[config.mk]
export PLATFORM = sky130hd
export DESIGN_NAME = nic_host_regs
export DESIGN_NICKNAME = d
export VERILOG_FILES = /design/src/rtl/nic_host_regs.sv
export SDC_FILE = /design/constraint.sdc
export NUM_CORES = 1
export LEC_CHECK = 0
export BUFFER_PORTS_ARGS = -buffer_cell sky130_fd_sc_hd__buf_2
export CAP_MARGIN = 10
export CORE_MARGIN = 5
export CORE_UTILIZATION = 45
export DETAILED_ROUTE_END_ITERATION = 10
export SETUP_SLACK_MARGIN = 0.15
export SLEW_MARGIN = 20
export SYNTH_ARGS = -nofsm -noshare
export SYNTH_HDL_FRONTEND = slang
export SYNTH_SLANG_ARGS = --single-unit
[constraint.sdc]
create_clock -name clk -period 5.81 [get_ports clk]
set_input_delay 1.162 -clock clk [delete_from_list [all_inputs] [get_ports clk]]
set_output_delay 1.162 -clock clk [all_outputs]
set_load 0.01 [all_outputs]
[src/rtl/nic_host_regs.sv]
module nic_host_regs (
  input  logic        clk,
  input  logic        rst_n,
  input  logic        cs,
  input  logic        we,
  input  logic        wide,
  input  logic [3:0]  addr,
  input  logic [15:0] wdata,
  output logic [15:0] rdata,
  input  logic [7:0]  status_set,
  output logic        irq,
  output logic        tx_push,
  output logic        tx_two,
  output logic [15:0] tx_data,
  output logic        rx_pop,
  output logic        rx_two,
  input  logic [15:0] rx_rdata
);

  logic [63:0] dreg, bka, bkb;
  logic [1:0]  bank;
  logic        bus16, msbf, wmode, fifo_hit;
  logic [3:0]  la [2];
  logic [7:0]  wb [2];
  logic [7:0]  rb [2];
  logic [1:0]  lw;
  logic [7:0]  clr;

  assign bus16 = dreg[48];
  assign msbf  = dreg[49];
  assign bank  = dreg[59:58];
  assign wmode = wide & bus16;

  assign la[0] = wmode ? {addr[3:1], 1'b0} : addr;
  assign la[1] = {addr[3:1], 1'b1};
  assign wb[0] = (wmode && msbf) ? wdata[15:8] : wdata[7:0];
  assign wb[1] = msbf ? wdata[7:0] : wdata[15:8];

  assign fifo_hit = cs && (bank == 2'b10) && (la[0] == 4'd8);

  function automatic logic [7:0] peek(input logic [3:0] a);
    if (!a[3]) return dreg[{a[2:0], 3'b000} +: 8];
    case (bank)
      2'b00:   return bka[{a[2:0], 3'b000} +: 8];
      2'b01:   return bkb[{a[2:0], 3'b000} +: 8];
      default: return 8'h00;
    endcase
  endfunction

  assign rb[0] = fifo_hit ? rx_rdata[7:0]  : peek(la[0]);
  assign rb[1] = fifo_hit ? rx_rdata[15:8] : peek(la[1]);

  assign rdata = !(cs && !we) ? 16'h0000 :
                 !wmode       ? {8'h00, rb[0]} :
                 msbf         ? {rb[0], rb[1]} : {rb[1], rb[0]};

  assign tx_push = fifo_hit && we;
  assign rx_pop  = fifo_hit && !we;
  assign tx_two  = tx_push && wmode;
  assign rx_two  = rx_pop && wmode;
  assign tx_data = wmode ? {wb[1], wb[0]} : {8'h00, wb[0]};

  assign lw[0] = cs && we && !fifo_hit;
  assign lw[1] = lw[0] && wmode;
  assign clr   = (lw[0] && la[0] == 4'd0) ? wb[0] : 8'h00;

  assign irq = |(dreg[7:0] & dreg[15:8]);

  always_ff @(posedge clk) begin
    if (!rst_n) begin
      dreg <= '0;
      bka  <= '0;
      bkb  <= '0;
    end else begin
      for (int l = 0; l < 2; l++) begin
        if (lw[l]) begin
          if (!la[l][3]) begin
            if (la[l][2:0] != 3'd0) dreg[{la[l][2:0], 3'b000} +: 8] <= wb[l];
          end else if (bank == 2'b00) begin
            bka[{la[l][2:0], 3'b000} +: 8] <= wb[l];
          end else if (bank == 2'b01) begin
            bkb[{la[l][2:0], 3'b000} +: 8] <= wb[l];
          end
        end
      end
      dreg[7:0] <= (dreg[7:0] & ~clr) | status_set;
    end
  end

  p_strobe_excl_r11: assert property (@(posedge clk) disable iff (!rst_n)
    !(tx_push && rx_pop));

  p_two_needs_wide_r8: assert property (@(posedge clk) disable iff (!rst_n)
    (tx_two || rx_two) |-> (cs && wide));

  p_dead_bank_read_r3: assert property (@(posedge clk) disable iff (!rst_n)
    (cs && !we && bank == 2'b11 && addr[3]) |-> (rdata == 16'h0000));

  p_dead_bank_write_r3: assert property (@(posedge clk) disable iff (!rst_n)
    (cs && we && bank == 2'b11 && addr[3]) |=> ($stable(bka) && $stable(bkb)));

  p_status_set_r9: assert property (@(posedge clk) disable iff (!rst_n)
    (status_set != 8'h00) |=> ((dreg[7:0] & $past(status_set)) == $past(status_set)));

  p_irq_cause_r10: assert property (@(posedge clk) disable iff (!rst_n)
    $rose(irq) |-> $past((status_set != 8'h00) || (cs && we)));

  p_byte_upper_r6: assert property (@(posedge clk) disable iff (!rst_n)
    (cs && !we && !wide) |-> (rdata[15:8] == 8'h00));

endmodule

# Word-level counts from Yosys, hierarchy flattened
# Cells that the tools add are included.
# Widths: inputs -> output; s select.
# op_classes
n_addsub	2
multipliers	0
magnitude_cmp	0
bitwise_logic	5
n_div	0
eq_ne	3
reduce_logical	18
n_mux	42
shift	10
# op_table
op	count
$mux 64	22
$bwmux 64	6
$shiftx 64x7->8	6
$shift 8x8->64 const A	2
$shiftx 8x8->64	2
$mux 16	4
$mux 8	7
$pmux 8 s2	2
$and 8x8->8	2
$neg 6->8	2
$logic_and 1x1->1	12
$not 8->8	1
$or 8x8->8	1
$reduce_or 8->1	1
$eq 4x4->1 const B	1
$logic_not 4->1	1
$reduce_bool 3->1	1
$eq 2x1->1 const B	1
$eq 2x2->1 const B	1
$logic_not 1->1	2
$logic_not 2->1	1
$and 1x1->1	1
$mux 1	1
# word_totals
in_bits	49
word_cells	83
romBits	0
mem_bits_rw	0
mem_count	0
output_inout_bits	37
latchBits	0
register_bits	192

# Longest topological paths before layout
# depth
depth_word	15
depth_mapped	13
depth_no_buf	9

# Worst setup path before layout
# Ideal clock, no wire load.
# synth_timing
path_kind	input to output
from	input port addr[0]
to	output port rdata[7]
stages	10
arrival_ns	2.893
slack_ns	1.755
t_required_ns	4.648
n_path_buf	3
cell_sequence	a21boi_2 > inv_4 > buf_6 > buf_6 > ha_1 > nor4bb_1 > buf_2 > a22o_1 > nor3_1 > nor4_1
# synth_via
elab_chain_cells	8
word_cells_on_any_way	13
classes_between	1 x eq/ne; 3 x shift; 8 x mux; 1 x reduce/logical
# synth_rtl
item	line_no	rtl
start, declared	7	input logic [3:0] addr,
$mux 1 (*)	34	assign la[0] = wmode ? {addr[3:1], 1'b0} : addr;
$shiftx 64x7->8 (on tied branches)	45, 44	
$pmux 8 s2	43	case (bank)
$mux 8	43	
$mux 8	50	assign rb[0] = fifo_hit ? rx_rdata[7:0] : peek(la[0]);
$mux 16	55	msbf ? {rb[0], rb[1]} : {rb[1], rb[0]};
$mux 16 (*)	54	!wmode ? {8'h00, rb[0]} :
$mux 16 (*)	53	assign rdata = !(cs && !we) ? 16'h0000 :
end, declared	9	output logic [15:0] rdata,
# Every way passes the cells marked *; elsewhere a longest branch is shown, timed or not.

# Worst setup path in the final report
# layout_timing
from	input port addr[1]
to	output port rdata[1]
# layout_via
elab_chain_cells	7
word_cells_on_any_way	17
classes_between	1 x eq/ne; 6 x shift; 9 x mux; 1 x reduce/logical
# layout_rtl
item	line_no
$shiftx 64x7->8 (on tied branches)	45, 44
$pmux 8 s2	43
$mux 8	43
$mux 8 (on tied branches)	50, 51
$mux 16	55
$mux 16 (*)	54
$mux 16 (*)	53
# Marked as above.

==> impl_metrics.ini <==
[run_status]
outcome = finished clean

[floorplanning]
fp.dieArea_um2 = 28500
start_util_pct = 45.3
io_pins = 86
chipWidth_um = 169
rows = 58
die_height_um = 169
coreArea_um2 = 25000

[synthesis]
syn_inst = 1261
syn-num-nets = 1312
yosys.area_share.xor_xnor_pct = 0
synth-main-ff-cell = dfxtp_1
yosysSeqAreaShare_pct = 33.9
synth_edf_count = 0
synth-simple-area-share_pct = 21.8
synth_fa_ha_area_share_pct = 0.221
ys_ff_latch = 192
yosys_warnings = 0
synth_area_um2 = 11300
synth_compound_area_share_pct = 30.4
synth_top_family_by_area = compound AO/OA/AOI/OAI gates
async_reset_ff_share_pct = 0
avgSynthCellArea_um2 = 9.00
synth.distinct_cells = 64
synth_mux_area_share_pct = 7.58

[worst_setup_path]
crit_path_frequent_cell = buf_2
slowest_stage = nor4_1
worstPathArrival_ns = 4.09
cpLargestDelayFamily = simple AND/OR/NAND/NOR gates
startpoint_type = input pin
crit_required_ns = 4.65
crit_path_end_kind = output pin
path_max_fanout = 17
critical_path_buf_inv_count = 4
path_cells = buf_2 -> inv_1 -> buf_4 -> ha_1 -> nand4bb_1 -> nand2_1 -> a2111oi_0 -> nor4_1 -> buf_2
slowest_delay_ns = 0.66
crit_type = in -> out

[place]
placed_area_um2 = 12000
io_buffers = 85
dp_hpwl_mm = 27.5
gp_congestion = 0.904
dp_cells = 1588
post-place-ws_ns = 0.703

[layout]
layout_commonest_cell = nor2_1
layout_common_cells = nor2_1 (199), dfxtp_1 (192), a211oi_1 (125)
finalNonFillerCells = 1622
area_growth_pct = 10.9
drive_gt1_share_pct = 20.1
final_nets = 1329
fillers = 2392
final_core_util_pct = 50.2
postLayoutCellArea_um2 = 12600

[flow_run]
cap_violations = 0

[pwr]
swShare_pct = 29.5
power_density_nw_per_um2 = 227
p_leak_nw = 5.57
power_frac_clock_pct = 41.8
pwr-share-seq_pct = 47.0
comb_power_share_pct = 11.2
p_int_mw = 2.01
irDropWorstVdd_mv = 0.183
total_power_mw = 2.85
p_sw_mw = 0.843

[timing]
clock.fmax_mhz = 191
setup_tns_ns = 0
slew_viol_final = 0
worstMarginPinSlew_ns = 0.973
fin_ws_ns = 0.561
period_needed_ns = 5.25
slew_headroom_pct = 34.6
hold_violations = 0
final-setup-viol-count = 0
whs_ns = 0.499
rsz0062_at_grt = no
fin_crit_sh_pct = 90.3
clock_skew_ns = 0.0179

[route]
wl_met3_mm = 3.77
top_layer_used = met5
wl_met2_mm = 17.4
ant_nets = 0
dr.pass1.iters = 5
wire_per_inst_um = 24.7
drc = 0
vias = 10300
drt-met1-wl_mm = 17.7
totalWireLength_mm = 40.1
viasPerCell = 6.33
drt_iter0_drc = 1039

[clocking]
cts_sinks = 192
clk_pin_slew_ns = 0.07
cts_hold_buf = 0
cts_tree = built
cts.htree.levels = 4
cts_root_buffer = clkbuf_16
clock_latency_ns = 0.45
cts_resized = 0
cts_setup_buffers = 0
cts_buffers = 17
clockBufferDepth = 2

[grt]
grt_max_degree = 83
grt_pass1_wl_mm = 60.6
track_usage_pct = 27.7
grt_pass1_vias = 9766
antenna_found_initial = 2
grt_overflow = 0

[worst_hold_path]
min_path_type = reg -> reg
-- cells by family (layout without fill, tap and decap cells) --
group	Yosys count	count (layout)
DFF	192	192
buffers and inverters	142	172
other	0	1
and+or+nand+nor	465	465
muxes	63	63
adders and majority gates	2	2
AOI/OAI and AO/OA	397	397
-- Yosys cell counts (10+ instances only) --
| cell | instances | share of area, % |
|---|---|---|
| nor2_1 | 199 | 6.6 |
| dfxtp_1 | 192 | 34 |
| a211oi_1 | 125 | 8.3 |
| nand2_1 | 105 | 3.5 |
| o21a_1 | 104 | 6.9 |
| o211a_1 | 95 | 8.4 |
| clkbuf_1 | 67 | 2.2 |
| buf_2 | 41 | 1.8 |
| nor3_1 | 29 | 1.3 |
| and3b_1 | 24 | 1.9 |
| mux2i_1 | 24 | 2.1 |
| mux2_2 | 20 | 2.0 |
| a22o_1 | 16 | 1.2 |
| mux4_2 | 16 | 3.2 |
| nor4_1 | 15 | 0.83 |
| o31ai_1 | 14 | 0.93 |
| a2111oi_0 | 11 | 0.85 |
| inv_1 | 11 | 0.36 |
| and2_1 | 10 | 0.55 |
| nor2b_1 | 10 | 0.55 |
| nor3_2 | 10 | 0.88 |
-- worst paths after layout --
check	endpoint	startpoint	slack [ns]	cells past startpoint
max	rdata[1]	addr[1]	0.56	9
min reg2reg	flip-flop	flip-flop	0.50	1
max reg2reg	bka[26]	flip-flop	2.21	9
min	flip-flop	flip-flop	0.50	1
-- power groups by stage --
stage | combinational (mW) | clock [mW] | sequential (mW)
floorplan | 0.193 | 0 | 1.37
global placement | 0.307 | 0 | 1.37
detailed placement | 0.309 | 0 | 1.37
CTS | 0.311 | 1.21 | 1.34
global route | 0.333 | 1.27 | 1.34
finish | 0.319 | 1.19 | 1.34
-- per-layer routing --
layer / global-route usage, % / up-vias
met5: 0 / -
met4: 9.46 / 2
met3: 6.89 / 80
met2: 40.9 / 480
met1: 39.4 / 4994
li1: - / 4704
-- layout make-up --
type | count | area (um^2) | area share (%)
well taps | 330 | 413 | 3.28
clock inverters | 14 | 171 | 1.36
flip-flops and latches | 192 | 3840 | 30.6
inverters | 13 | 51.3 | 0.408
clock buffers | 18 | 429 | 3.41
multi-input cells | 927 | 6900 | 54.9
diodes | 1 | 2.50 | 0.0199
repair buffers | 127 | 767 | 6.10
No activity file was read; power rests on OpenSTA's default activity.
